`src/rtl/pld_pkg.sv`:
```
package pld_pkg;

    typedef enum logic {
        OUT_COMB = 1'b0,
        OUT_REG  = 1'b1
    } out_mode_e;

endpackage

```
`src/rtl/pld_cfg_store.sv`:
```
module pld_cfg_store #(
    parameter int N_IN          = 3,
    parameter int N_OUT         = 2,
    parameter int TERMS_PER_OUT = 2,
    localparam int MASK_W       = 2 * N_IN,
    localparam int N_TERMS      = N_OUT * TERMS_PER_OUT,
    localparam int N_WORDS      = N_TERMS + 1,
    localparam int ADDR_W       = $clog2(N_WORDS)
) (
    input  logic                            clk,
    input  logic                            rst_n,
    input  logic                            we_i,
    input  logic [ADDR_W-1:0]               addr_i,
    input  logic [MASK_W-1:0]               data_i,
    output logic [N_TERMS-1:0][MASK_W-1:0]  mask_o,
    output logic [N_OUT-1:0]                mode_o
);

    localparam logic [ADDR_W:0] MODE_ADDR = (ADDR_W+1)'(N_TERMS);
    localparam logic [ADDR_W:0] END_ADDR  = (ADDR_W+1)'(N_WORDS);

    logic [N_TERMS-1:0][MASK_W-1:0] mask_q;
    logic [N_OUT-1:0]               mode_q;

    for (genvar k = 0; k < N_TERMS; k++) begin : g_term
        always_ff @(posedge clk or negedge rst_n) begin
            if (!rst_n) begin
                mask_q[k] <= '0;
            end else if (we_i && ({1'b0, addr_i} == (ADDR_W+1)'(k))) begin
                mask_q[k] <= data_i;
            end
        end

        // a term write lands in its mask at the next edge
        a_r5_term_load: assert property (@(posedge clk) disable iff (!rst_n)
            (we_i && ({1'b0, addr_i} == (ADDR_W+1)'(k))) |=> (mask_q[k] == $past(data_i)));
    end

    always_ff @(posedge clk or negedge rst_n) begin
        if (!rst_n) begin
            mode_q <= '0;
        end else if (we_i && ({1'b0, addr_i} == MODE_ADDR)) begin
            mode_q <= data_i[N_OUT-1:0];
        end
    end

    assign mask_o = mask_q;
    assign mode_o = mode_q;

    // unused addresses leave the whole store untouched
    a_r6_unused_addr: assert property (@(posedge clk) disable iff (!rst_n)
        (we_i && ({1'b0, addr_i} >= END_ADDR)) |=> ($stable(mask_q) && $stable(mode_q)));

endmodule

```
`src/rtl/pld_and_plane.sv`:
```
module pld_and_plane #(
    parameter int N_IN     = 3,
    parameter int N_TERMS  = 4,
    localparam int MASK_W  = 2 * N_IN
) (
    input  logic [N_IN-1:0]                 pin_i,
    input  logic [N_TERMS-1:0][MASK_W-1:0]  mask_i,
    output logic [N_TERMS-1:0]              term_o
);

    logic [MASK_W-1:0] lit;

    for (genvar i = 0; i < N_IN; i++) begin : g_lit
        assign lit[2*i]   = pin_i[i];
        assign lit[2*i+1] = ~pin_i[i];
    end

    for (genvar k = 0; k < N_TERMS; k++) begin : g_term
        logic any_conn;
        logic all_true;
        assign any_conn  = |mask_i[k];
        assign all_true  = &(lit | ~mask_i[k]);
        assign term_o[k] = any_conn & all_true;

        // a term tied to both polarities of one pin never fires
        for (genvar i = 0; i < N_IN; i++) begin : g_contra
            always_comb begin
                if (mask_i[k][2*i] && mask_i[k][2*i+1]) begin
                    a_r3_contradiction: assert (!term_o[k]);
                end
            end
        end
    end

endmodule

```
`src/rtl/pld_out_cell.sv`:
```
module pld_out_cell
    import pld_pkg::*;
#(
    parameter int TERMS_PER_OUT = 2
) (
    input  logic                     clk,
    input  logic                     rst_n,
    input  logic [TERMS_PER_OUT-1:0] term_i,
    input  out_mode_e                mode_i,
    output logic                     out_o
);

    logic sum;
    logic cap_q;

    assign sum = |term_i;

    always_ff @(posedge clk or negedge rst_n) begin
        if (!rst_n) begin
            cap_q <= 1'b0;
        end else begin
            cap_q <= sum;
        end
    end

    always_comb begin
        unique case (mode_i)
            OUT_COMB: out_o = sum;
            OUT_REG:  out_o = cap_q;
            default:  out_o = sum;
        endcase
    end

    // a registered output shows the value present one edge earlier
    a_r8_reg_lag: assert property (@(posedge clk) disable iff (!rst_n)
        (mode_i == OUT_REG) |-> (out_o == $past(sum)));

endmodule

```
`src/rtl/pld_reg_out.sv`:
```
module pld_reg_out
    import pld_pkg::*;
#(
    parameter int N_IN          = 3,
    parameter int N_OUT         = 2,
    parameter int TERMS_PER_OUT = 2,
    localparam int MASK_W       = 2 * N_IN,
    localparam int N_TERMS      = N_OUT * TERMS_PER_OUT,
    localparam int ADDR_W       = $clog2(N_TERMS + 1)
) (
    input  logic              clk,
    input  logic              rst_n,
    input  logic              cfg_we,
    input  logic [ADDR_W-1:0] cfg_addr,
    input  logic [MASK_W-1:0] cfg_data,
    input  logic [N_IN-1:0]   pin_i,
    output logic [N_OUT-1:0]  pin_o
);

    logic [N_TERMS-1:0][MASK_W-1:0] mask;
    logic [N_OUT-1:0]               mode;
    logic [N_TERMS-1:0]             term;

    pld_cfg_store #(
        .N_IN          (N_IN),
        .N_OUT         (N_OUT),
        .TERMS_PER_OUT (TERMS_PER_OUT)
    ) cfg_i (
        .clk    (clk),
        .rst_n  (rst_n),
        .we_i   (cfg_we),
        .addr_i (cfg_addr),
        .data_i (cfg_data),
        .mask_o (mask),
        .mode_o (mode)
    );

    pld_and_plane #(
        .N_IN    (N_IN),
        .N_TERMS (N_TERMS)
    ) plane_i (
        .pin_i  (pin_i),
        .mask_i (mask),
        .term_o (term)
    );

    for (genvar j = 0; j < N_OUT; j++) begin : g_out
        pld_out_cell #(
            .TERMS_PER_OUT (TERMS_PER_OUT)
        ) cell_i (
            .clk    (clk),
            .rst_n  (rst_n),
            .term_i (term[j*TERMS_PER_OUT +: TERMS_PER_OUT]),
            .mode_i (out_mode_e'(mode[j])),
            .out_o  (pin_o[j])
        );
    end

    // the first edge after reset sees a cleared device
    a_r1_clear_out: assert property (@(posedge clk) disable iff (!rst_n)
        $rose(rst_n) |-> (pin_o == '0));

endmodule

```
`config.mk`:
```
export PLATFORM = sky130hd
export DESIGN_NAME = pld_reg_out
export DESIGN_NICKNAME = d
export VERILOG_FILES = /design/src/rtl/pld_pkg.sv /design/src/rtl/pld_cfg_store.sv /design/src/rtl/pld_and_plane.sv /design/src/rtl/pld_out_cell.sv /design/src/rtl/pld_reg_out.sv
export SDC_FILE = /design/constraint.sdc
export NUM_CORES = 1
export LEC_CHECK = 0
export ABC_CLOCK_PERIOD_IN_PS = 2300
export CAP_MARGIN = 20
export CORE_ASPECT_RATIO = 0.9
export CORE_MARGIN = 2
export CORE_UTILIZATION = 55
export CTS_CLUSTER_SIZE = 25
export DETAILED_ROUTE_END_ITERATION = 7
export DONT_BUFFER_PORTS = 1
export PLACE_DENSITY = 0.75
export REMOVE_ABC_BUFFERS = 1
export SLEW_MARGIN = 25
export SYNTH_ARGS = -nofsm -noshare
export SYNTH_HDL_FRONTEND = slang
export SYNTH_SLANG_ARGS = --single-unit
export TNS_END_PERCENT = 10
```
`constraint.sdc`:
```
create_clock -name clk -period 2.3 [get_ports clk]
set_input_delay 0.46 -clock clk [delete_from_list [all_inputs] [get_ports clk]]
set_output_delay 0.46 -clock clk [all_outputs]
set_load 0.03 [all_outputs]
```
* Word level (Yosys, flattened, before mapping)
Cells that the tools add are included.
Word-level totals: flip-flop bits (word level) 28, output and inout bits 2, word-level logic and storage cells 46
Operators by class: equal/unequal tests 4, muxes and demuxes 2, bitwise logic cells 17, reductions and logical operators 16
Operators by type and width (number):
- $not A6 Y6 | 4
- $or A6 B6 Y6 | 4
- $reduce_and A6 Y1 | 4
- $reduce_or A6 Y1 | 4
- $eq A3 B2 Y1 const B | 2
- $logic_and A1 B1 Y1 | 5
- $not A1 Y1 | 5
- $and A1 B1 Y1 | 4
- $pmux W1 S2 | 2
- $reduce_or A2 Y1 | 2
- $eq A3 B1 Y1 const B | 1
- $eq A3 B3 Y1 const B | 1
- $logic_not A3 Y1 | 1

* Longest topological paths before layout
Gate-level depths: netlist (run 1).
depth in word-level cells 6, depth in mapped cells 5, mapped depth without buffers 4

* Cells and area by module
A second synthesis (run 1) with hierarchy kept.
Unflattened totals: cell total of the unflattened synthesis 101, area total of the unflattened synthesis 1341.3 um^2
Modules (own cells, without submodules):
- pld_cfg_store | times used 1, cells each 59, area each 1018.5 um^2, sequential area each 650.6 um^2
- pld_and_plane | times used 1, cells each 36, area each 237.7 um^2, sequential area each 0.0 um^2
- pld_out_cell | times used 2, cells each 3, area each 42.5 um^2, sequential area each 25.0 um^2

* Worst setup path after synthesis (run 1)
Ideal clock, no wire load.
path kind flip-flop to output port, start register cfg_i.mask_q (netlist bit cfg_i.mask_o[7]), end output port pin_o[0], data arrival time 1.537 ns, data required time 1.840 ns, setup slack 0.303 ns, cell stages (with the launch flop) 6, cells stage by stage dfrtp_1 -> or4_4 -> o21ai_2 -> o31ai_1 -> a221o_1 -> buf_4
On the way: word-level cells in the longest chain between the ends 6
RTL lines:
- start: declaration | line pld_cfg_store.sv:22 | logic [N_TERMS-1:0][MASK_W-1:0] mask_q;
- start signal: indexed assignment | line pld_cfg_store.sv:30 | mask_q[k] <= data_i;
- $not A6 Y6 | line pld_and_plane.sv:22 | assign all_true = &(lit | ~mask_i[k]);
- $or A6 B6 Y6 | line pld_and_plane.sv:22
- $reduce_and A6 Y1 | line pld_and_plane.sv:22
- $and A1 B1 Y1 * | line pld_and_plane.sv:23 | assign term_o[k] = any_conn & all_true;
- $reduce_or A2 Y1 * | line pld_out_cell.sv:16 | assign sum = |term_i;
- $pmux W1 S2 * | line pld_out_cell.sv:27 | unique case (mode_i)
- end: declaration | line pld_reg_out.sv:17 | output logic [N_OUT-1:0] pin_o
Every way passes the cells marked *; elsewhere a longest branch is shown, timed or not.

* Worst setup path after layout (run 1)
start register cfg_i.mask_q (netlist bit cfg_i.mask_o[18]), end output port pin_o[1]
Same word-level chain as after synthesis.

==> results of run 1 <==
-- logic make-up (layout without fill, tap and decap cells) --
logic type      count (synthesis)  count (layout)  share of synthesized area (%)
simple gates                   27              27                           13.2
buf+inv                         2               6                           1.11
compound gates                 13              13                           6.68
flops                          28              28                           51.9
mux                            33              33                           27.1
-- worst paths after layout --
| path | end | slack, ns | cells after the start |
|---|---|---|---|
| setup reg to reg | g_out[1].cell_i.cap_q | 0.71 | 4 |
| max in group asynchronous | cfg_i.mask_o[12] | 1.59 | 2 |
| hold reg to reg | cfg_i.mask_o[9] | 0.54 | 1 |
| setup / recovery | pin_o[1] | -0.13 | 4 |
| min in group asynchronous | cfg_i.mask_o[4] | 0.56 | 2 |
| hold / removal | cfg_i.mask_o[10] | 0.25 | 1 |
-- metal layers --
| metal | wire length [um] | global-route usage [%] |
|---|---|---|
| met1 | 1090 | 25.9 |
| met2 | 1140 | 30.8 |
| met3 | 110 | 3.29 |
| met4 | 38 | 8.33 |
| met5 | 0 | 0 |
-- area by class of cell --
class | count | area, um^2 | area share, %
multi-input cells | 73 | 639 | 43.9
repair buffers | 2 | 30.0 | 2.06
well taps | 28 | 35.0 | 2.40
flip-flops and latches | 28 | 701 | 48.1
clock buffers | 3 | 22.5 | 1.55
clock inverters | 1 | 30.0 | 2.06
-- registers in the layout (all words and copies together), names as in the netlist --
register	count
cfg_i.mask_o	24
g_out.cell_i.cap_q	2
cfg_i.mode_o	2
-- stage by stage --
step                util [%]  std cells  worst slack [ns]  hold slack (ns)
global route            61.2        135            -0.221            0.234
global placement        57.5        129             0.287            0.165
finish                  61.2        135            -0.131            0.247
floorplan                  -        101             0.329            0.164
CTS                     61.0        135            -0.128            0.247
detailed placement      57.5        129             0.257            0.165
-- cell usage after synthesis (all sizes together) --
cell    count
and4b       1
or2         1
o31a        1
mux2i       5
nand2b      2
nand4b      1
nand2       4
mux2       28
nor3        2
a32o        1
dfrtp      28
o21ai       5
nor2        4
a21oi       2
a211oi      2
o31ai       1
nor2b       6
a221o       1
nor4        1
or4         3
buf         2
nor3b       2
-- where the power goes --
part	switching [W]	internal [W]
clock network	0.000146	0.000176
registers	0.0000807	0.000605
logic	0.000123	0.000152
-- repair_timing --
item	in CTS	in global routing
endpoints found under the hold margin	28	0
buffers inserted	0	0
resized for setup	1	1
endpoints found under the setup margin	2	2
hold buffers	2	0
-- worst max-delay path, cell delays in order, from the launching register on --
cell	delay, ns
dfrtp_1	0.42
or4_1	0.56
o21ai_1	0.17
a21oi_1	0.12
o31a_1	0.37
==> results.json, run 1 <==
{
  "outcome": "complete, but fails checks",
  "violations": "setup timing",
  "min_path_type": "in2reg",
  "total_leakage_power_nw": 0.603,
  "cp_max_fo": 3,
  "cts_tree": "done",
  "synth_top_area_cell": "dfrtp_1",
  "dieArea_um2": 2870,
  "ys_seq_elements": 28,
  "vias_per_cell": 6.23,
  "power_w": 0.00128,
  "worstSetupStartpointType": "flip-flop",
  "port-buffer-count": 0,
  "crit_required_ns": 1.84,
  "fillers": 192,
  "drc": 0,
  "yosysSeqAreaShare_pct": 51.9,
  "floorplan.io_pins": 17,
  "ir_drop_v": 0.000607,
  "insertion_delay_ns": 0.33,
  "post-dp-hpwl_um": 1770,
  "setup_viol": 2,
  "tightest_slew_ns": 0.496,
  "dieHeight_um": 51.0,
  "powerDensity_nw_per_um2": 880,
  "grt_setup_unrepaired": "true",
  "core_um2": 2380,
  "end_kind": "output pin",
  "syn-cell-area_um2": 1350,
  "place_congestion": 0.734,
  "maxCapViolCount": 0,
  "antenna_found_initial": 0,
  "drt_iter0_drc": 14,
  "antenna_cells": 0,
  "syn_to_final_growth_pct": 8.07,
  "track_usage_pct": 19.2,
  "design_area_um2": 1460,
  "yosysWarnings": 0,
  "grt_pass1_wl_um": 4140,
  "most-common-layout-cells": "28 x dfrtp_1, 20 x mux2_2, 8 x mux2_1",
  "drtPass1Iterations": 4,
  "fp.dieW_um": 56.2,
  "synth.distinct_cells": 26,
  "slew_headroom_pct": 66.7,
  "ant_nets": 0,
  "layout.nets": 123,
  "final-hold-violation-count": 0,
  "setup_slack_ns": -0.131,
  "clock-root-buffer": "clkbuf_4",
  "layout_commonest_cell": "dfrtp_1",
  "netlist_top_cells_area": "dfrtp_1 52%, mux2_2 17%, mux2_1 6.7%",
  "slew_viol_final": 0,
  "wl_um": 2380,
  "fmax_mhz": 411,
  "worstPathArrival_ns": 1.97,
  "r2r_start": "cfg_i.mask_o[18]",
  "skew_ns": 0.000946,
  "cts_max_level": 1,
  "rows": 17,
  "syn_inst": 103,
  "wl_per_cell_um": 17.6,
  "layout-drive-gt1-share_pct": 29.9,
  "clock_tree.buffer_depth": 2,
  "worstSetupPathType": "reg2out",
  "tns_ns": -0.255,
  "cts.clk_slew.worst_paths_ns": 0.15,
  "critPathLaunch": "cfg_i.mask_o[18]",
  "initial_core_util_pct": 56.6,
  "yosys.area.top_type_share_pct": 51.9,
  "avgSynthCellArea_um2": 13.1,
  "numCtsBuffers": 3,
  "placed_area_um2": 1370,
  "clock_sinks": 28,
  "grt_max_degree": 29,
  "min-delay-start": "cfg_data[4]",
  "overflow": 0,
  "final.period_utilization_pct": 106,
  "post-route-min-period_ns": 2.43,
  "grt_pass1_vias": 870,
  "vias": 841
}
(Power assumes the default switching activity.)
==> run 2, diff against run 1 <==
--- a/config.mk
+++ b/config.mk
@@ -9,11 +9,11 @@
 export CAP_MARGIN = 20
 export CORE_ASPECT_RATIO = 0.9
 export CORE_MARGIN = 2
-export CORE_UTILIZATION = 55
+export CORE_UTILIZATION = 30
 export CTS_CLUSTER_SIZE = 25
 export DETAILED_ROUTE_END_ITERATION = 7
 export DONT_BUFFER_PORTS = 1
-export PLACE_DENSITY = 0.75
+export PLACE_DENSITY = 0.49
 export REMOVE_ABC_BUFFERS = 1
 export SLEW_MARGIN = 25
 export SYNTH_ARGS = -nofsm -noshare
==> run 2 against run 1 <==
The run still ends with setup timing left. Global-route usage is 7.5 points lower. Non-clock buffer count is the same. Sequential share of layout area down 1.4 points. Critical path depth did not move. Core utilization is 27 points lower. Cell count is 25% higher. First-iteration DRC count grew 43%. Clock power shrank 6.8%. Setup slack gained 0.058 ns. Combinational power about the same.
==> results.json, run 2 (synthesis gave the netlist of run 1 again) <==
{
  "worst-path-buf-inv": 0,
  "crit_chain": "or4_4 -> o21ai_2 -> o31ai_2 -> a221o_2",
  "design_area_um2": 1500,
  "clock-root-buffer": "clkbuf_8",
  "setup_slack_ns": -0.0722,
  "critPathLaunch": "cfg_i.mask_o[7]",
  "cp_max_fo": 3,
  "ant_nets": 0,
  "post-route-min-period_ns": 2.37,
  "fillers": 426,
  "drtPass1Iterations": 4,
  "pwr-share-clk_pct": 23.7,
  "outcome": "complete, but fails checks",
  "slew_viol_final": 0,
  "largest_register_ffs": 24,
  "layout_commonest_cell": "dfrtp_1",
  "min_path_type": "in2reg",
  "crit_path_top_delay_cell": "or4_4",
  "grt_pass1_vias": 783,
  "crit_path_max_incr_delay_ns": 0.56,
  "netSwitchingFraction_pct": 27.9,
  "layout-drive-gt1-share_pct": 29.9,
  "skew_ns": 0.00262,
  "seqPwrFrac_pct": 54.4,
  "ir_drop_v": 0.000451,
  "path_delay_family": "compound AO/OA/AOI/OAI gates",
  "most-common-layout-cells": "28 x dfrtp_1, 20 x mux2_2, 8 x mux2_1",
  "rows": 23,
  "end_kind": "output pin",
  "core_um2": 4400,
  "grt_max_degree": 29,
  "worstSetupPathType": "reg2out",
  "syn_to_final_growth_pct": 11.4,
  "crit_required_ns": 1.84,
  "powerDensity_nw_per_um2": 841,
  "pwr-share-comb_pct": 21.9,
  "wl_per_cell_um": 15.4,
  "p_switching_w": 0.000353,
  "layout.nets": 123,
  "vias_per_cell": 4.84,
  "worstPathArrival_ns": 1.91,
  "final-hold-violation-count": 0,
  "grt_pass1_wl_um": 4200,
  "tns_ns": -0.0933,
  "dieHeight_um": 67.6,
  "violations": "setup timing",
  "insertion_delay_ns": 0.27,
  "placed_area_um2": 1410,
  "cts_max_level": 1,
  "numCtsBuffers": 3,
  "fmax_mhz": 422,
  "cell_internal_pwr_w": 0.000911,
  "initial_core_util_pct": 30.6,
  "port-buffer-count": 0,
  "layoutNonFillerInstCount": 169,
  "dieArea_um2": 5050,
  "tightest_slew_ns": 0.565,
  "wl_um": 2600,
  "grt_setup_unrepaired": "true",
  "post-dp-hpwl_um": 2010,
  "final.period_utilization_pct": 103,
  "track_usage_pct": 11.7,
  "placed_cells": 163,
  "drt_iter0_drc": 20,
  "slew_headroom_pct": 62.2,
  "antenna_found_initial": 0,
  "maxCapViolCount": 0,
  "min-delay-start": "cfg_data[0]",
  "fp.dieW_um": 74.7,
  "place_congestion": 0.729,
  "vias": 818,
  "clock_sinks": 28,
  "drc": 0,
  "cts_tree": "done",
  "setup_viol": 2,
  "clock_tree.buffer_depth": 2,
  "total_leakage_power_nw": 0.603,
  "overflow": 0,
  "cts.clk_slew.worst_paths_ns": 0.09,
  "r2r_start": "cfg_i.mask_o[13]",
  "antenna_cells": 0,
  "floorplan.io_pins": 17,
  "worstSetupStartpointType": "flip-flop"
}
[run 2: cell count changes in the layout (fill, tap and decap cells not counted)]
cell / delta
bufinv_16: -1
clkbuf_8: +4
clkbuf_4: -3
[run 2: path summary, 6_finish.rpt]
kind	to	slack [ns]	cells past startpoint
worst max-delay path	pin_o[0]	-0.07	4
worst min-delay path	cfg_i.mask_o[6]	0.31	1
worst max register to register	g_out[1].cell_i.cap_q	0.74	4
worst min register to register	cfg_i.mask_o[9]	0.52	1
max in group asynchronous	g_out[1].cell_i.cap_q	1.52	2
min in group asynchronous	cfg_i.mask_o[10]	0.62	2
[run 2: worst reg2reg max path, cell delays in order, from the launching register on]
cell and delay (ns):
dfrtp_1 0.41, or4_1 0.58, o21ai_1 0.15, a21oi_1 0.09, or2_1 0.23
[run 2: area by class of cell]
class	instances	area (um^2)	share of cell area, %
flip-flops and latches	28	701	46.6
multi-input cells	73	639	42.5
well taps	62	77.6	5.16
clock buffers	4	55.1	3.66
repair buffers	2	30.0	2.00
[run 2: what timing repair did]
action / 4_1_cts / 5_1_grt
endpoints found under the hold margin: 28 / 0
pin swaps: 1 / 0
endpoints found under the setup margin: 2 / 2
hold buffers: 2 / 0
gates cloned: 0 / 0
gates resized for setup: 2 / 0
setup buffers: 0 / 0
[run 2: power by group through the flow]
stage / Clock, W / Combinational (W) / Sequential [W]
2_1_floorplan: 0 / 0.000232 / 0.000669
3_3_place_gp: 0 / 0.000255 / 0.000696
3_5_place_dp: 0 / 0.000259 / 0.000699
4_1_cts: 0.000312 / 0.000280 / 0.000689
5_1_grt: 0.000330 / 0.000305 / 0.000706
6_report: 0.000300 / 0.000276 / 0.000687
[run 2: per-layer routing]
layer,share of wire [%],track usage [%],vias to the layer above
met5,0,0,-
met4,0.88,3.35,0
met3,5.4,4.33,2
met2,47,17.3,14
met1,47,16.0,411
li1,-,-,391
[run 2: per-stage QoR]
step	hold WS (ns)	setup WS (ns)	total power (W)	utilization (%)
floorplan	0.164	0.329	0.000901	-
global placement	0.165	0.222	0.000951	32.1
detailed placement	0.165	0.230	0.000958	32.1
CTS	0.310	-0.0756	0.00128	34.1
global route	0.299	-0.130	0.00134	34.1
finish	0.314	-0.0722	0.00126	34.1
==> run 3, diff against run 2 <==
--- a/config.mk
+++ b/config.mk
@@ -9,11 +9,11 @@
 export CAP_MARGIN = 20
 export CORE_ASPECT_RATIO = 0.9
 export CORE_MARGIN = 2
-export CORE_UTILIZATION = 30
+export CORE_UTILIZATION = 35
 export CTS_CLUSTER_SIZE = 25
 export DETAILED_ROUTE_END_ITERATION = 7
 export DONT_BUFFER_PORTS = 1
-export PLACE_DENSITY = 0.49
+export PLACE_DENSITY = 0.54
 export REMOVE_ABC_BUFFERS = 1
 export SLEW_MARGIN = 25
 export SYNTH_ARGS = -nofsm -noshare
==> run 3 against run 2 <==
The flow still finishes with violations (setup timing). Worst hold slack got worse by 0.0013 ns. Maximum frequency is 1.1% higher. Sequential power about the same. Critical path depth unchanged. Sequential cell count is the same. Core utilization increased by 6.2 points. Power is 5.8% higher. Clock skew increased by 0.0037 ns. Via count down 0.12%. Combinational power shrank 2%. First-iteration DRC count decreased by 80%. Cell area shrank 0.58%. Largest power group unchanged.
==> results.json, run 3 (synthesis gave the netlist of run 1 again) <==
{
  "outcome": "complete, but fails checks",
  "violations": "setup timing",
  "setup_viol": 1,
  "slew_viol_final": 0,
  "place_congestion": 0.676,
  "slew_headroom_pct": 63.9,
  "pwr-share-comb_pct": 20.2,
  "powerDensity_nw_per_um2": 895,
  "cts_setup_buffers": 0,
  "layout_commonest_cell": "dfrtp_1",
  "floorplan.io_pins": 17,
  "vias": 817,
  "most-common-layout-cells": "28 x dfrtp_1, 20 x mux2_2, 8 x mux2_1",
  "power_w": 0.00134,
  "layout-drive-gt1-share_pct": 29.0,
  "grt_pass1_wl_um": 4280,
  "min-delay-start": "cfg_data[0]",
  "largest_register_ffs": 24,
  "fmax_mhz": 426,
  "numCtsBuffers": 3,
  "placed_cells": 147,
  "drc": 0,
  "drtPass1Iterations": 3,
  "end_kind": "output pin",
  "r2r_slack_ns": 0.79,
  "setup_slack_ns": -0.0466,
  "fp.dieW_um": 69.4,
  "worstSetupStartpointType": "flip-flop",
  "maxCapViolCount": 0,
  "clock-root-buffer": "clkbuf_8",
  "wl_um": 2470,
  "cts_tree": "done",
  "antenna_cells": 0,
  "final.period_utilization_pct": 102,
  "wl_per_cell_um": 16.2,
  "p_switching_w": 0.000348,
  "drt_iter0_drc": 4,
  "grt_setup_unrepaired": "true",
  "cp_max_fo": 3,
  "antenna_found_initial": 0,
  "layoutNonFillerInstCount": 153,
  "min_path_type": "in2reg",
  "track_usage_pct": 12.4,
  "port-buffer-count": 0,
  "crit_required_ns": 1.84,
  "r2r_start": "cfg_i.mask_o[18]",
  "ir_drop_v": 0.000833,
  "worstSetupPathType": "reg2out",
  "pwr-share-clk_pct": 28.5,
  "grt_max_degree": 29,
  "overflow": 0,
  "total_leakage_power_nw": 0.609,
  "grt_pass1_vias": 831,
  "hold_slack_ns": 0.312,
  "dieHeight_um": 62.9,
  "tightest_slew_ns": 0.539,
  "post-dp-hpwl_um": 1920,
  "seqPwrFrac_pct": 51.3,
  "r2r_end": "g_out[1].cell_i.cap_q",
  "cell_internal_pwr_w": 0.000989,
  "syn_to_final_growth_pct": 10.8,
  "cts_max_level": 1,
  "initial_core_util_pct": 36.4,
  "rows": 21,
  "worstPathArrival_ns": 1.89,
  "skew_ns": 0.00634,
  "min_to": "cfg_i.mask_o[6]",
  "ant_nets": 0,
  "clock_tree.buffer_depth": 2,
  "dieArea_um2": 4370,
  "clock_sinks": 28,
  "utilization_pct": 40.3,
  "core_um2": 3700,
  "layout.nets": 123,
  "cts.clk_slew.worst_paths_ns": 0.10,
  "vias_per_cell": 5.34,
  "final-hold-violation-count": 0,
  "pre_cts_slack_ns": 0.251,
  "netSwitchingFraction_pct": 26.0,
  "whs_path_depth": 1,
  "post-route-min-period_ns": 2.35,
  "ff2ff_path_depth": 4,
  "insertion_delay_ns": 0.27
}
run 3: metrics by stage:
| stage | area, um^2 | setup TNS, ns |
|---|---|---|
| after detailed placement | 1390 | 0 |
| after global routing | 1490 | -0.232 |
| after floorplan | 1330 | 0 |
| after global placement | 1390 | 0 |
| after CTS | 1490 | -0.0764 |
| final | 1490 | -0.0466 |
run 3: repair_timing:
item                       4_1_cts  5_1_grt
setup endpoints to repair        2        2
hold endpoints to repair        28        0
hold buffers                     2        0
resized for setup                1        0
run 3: worst max path at each step:
stage	start	to	depth (start not counted)
6_report	cfg_i.mask_o[7]	pin_o[0]	4
5_1_grt	cfg_i.mask_o[7]	pin_o[0]	4
4_1_cts	cfg_i.mask_o[7]	pin_o[0]	4
3_5_place_dp	cfg_i.mask_o[7]	pin_o[0]	4
3_3_place_gp	cfg_i.mask_o[7]	pin_o[0]	4
2_1_floorplan	cfg_i.mask_o[7]	pin_o[0]	4
run 3: cell type report:
| cell class | instances | area, um^2 |
|---|---|---|
| Clock buffer | 3 | 41.3 |
| Clock inverter | 1 | 30.0 |
| Fill cell | 352 | 2210 |
| Multi-Input combinational cell | 73 | 634 |
| Sequential cell | 28 | 701 |
| Tap cell | 46 | 57.6 |
| Timing Repair Buffer | 2 | 30.0 |
run 3: per-layer routing:
layer / track usage, % / share of wire (%) / vias up
met5: 0 / 0 / -
met4: 1.47 / 0.77 / 0
met3: 5.32 / 5.7 / 2
met2: 18.6 / 45 / 14
met1: 17.2 / 48 / 412
li1: - / - / 389
run 3: power by group through the flow:
stage          combinational (W)  clock (W)  sequential, W
6_report                0.000271   0.000381       0.000685
5_1_grt                 0.000299   0.000412       0.000703
4_1_cts                 0.000275   0.000392       0.000687
3_5_place_dp            0.000257          0       0.000697
3_3_place_gp            0.000250          0       0.000695
2_1_floorplan           0.000232          0       0.000669
run 3: worst max-delay path: stages (launching register included):
cell and delay [ns]:
dfrtp_1 0.41, or4_4 0.56, o21ai_2 0.13, o31ai_1 0.09
a221o_2 0.43
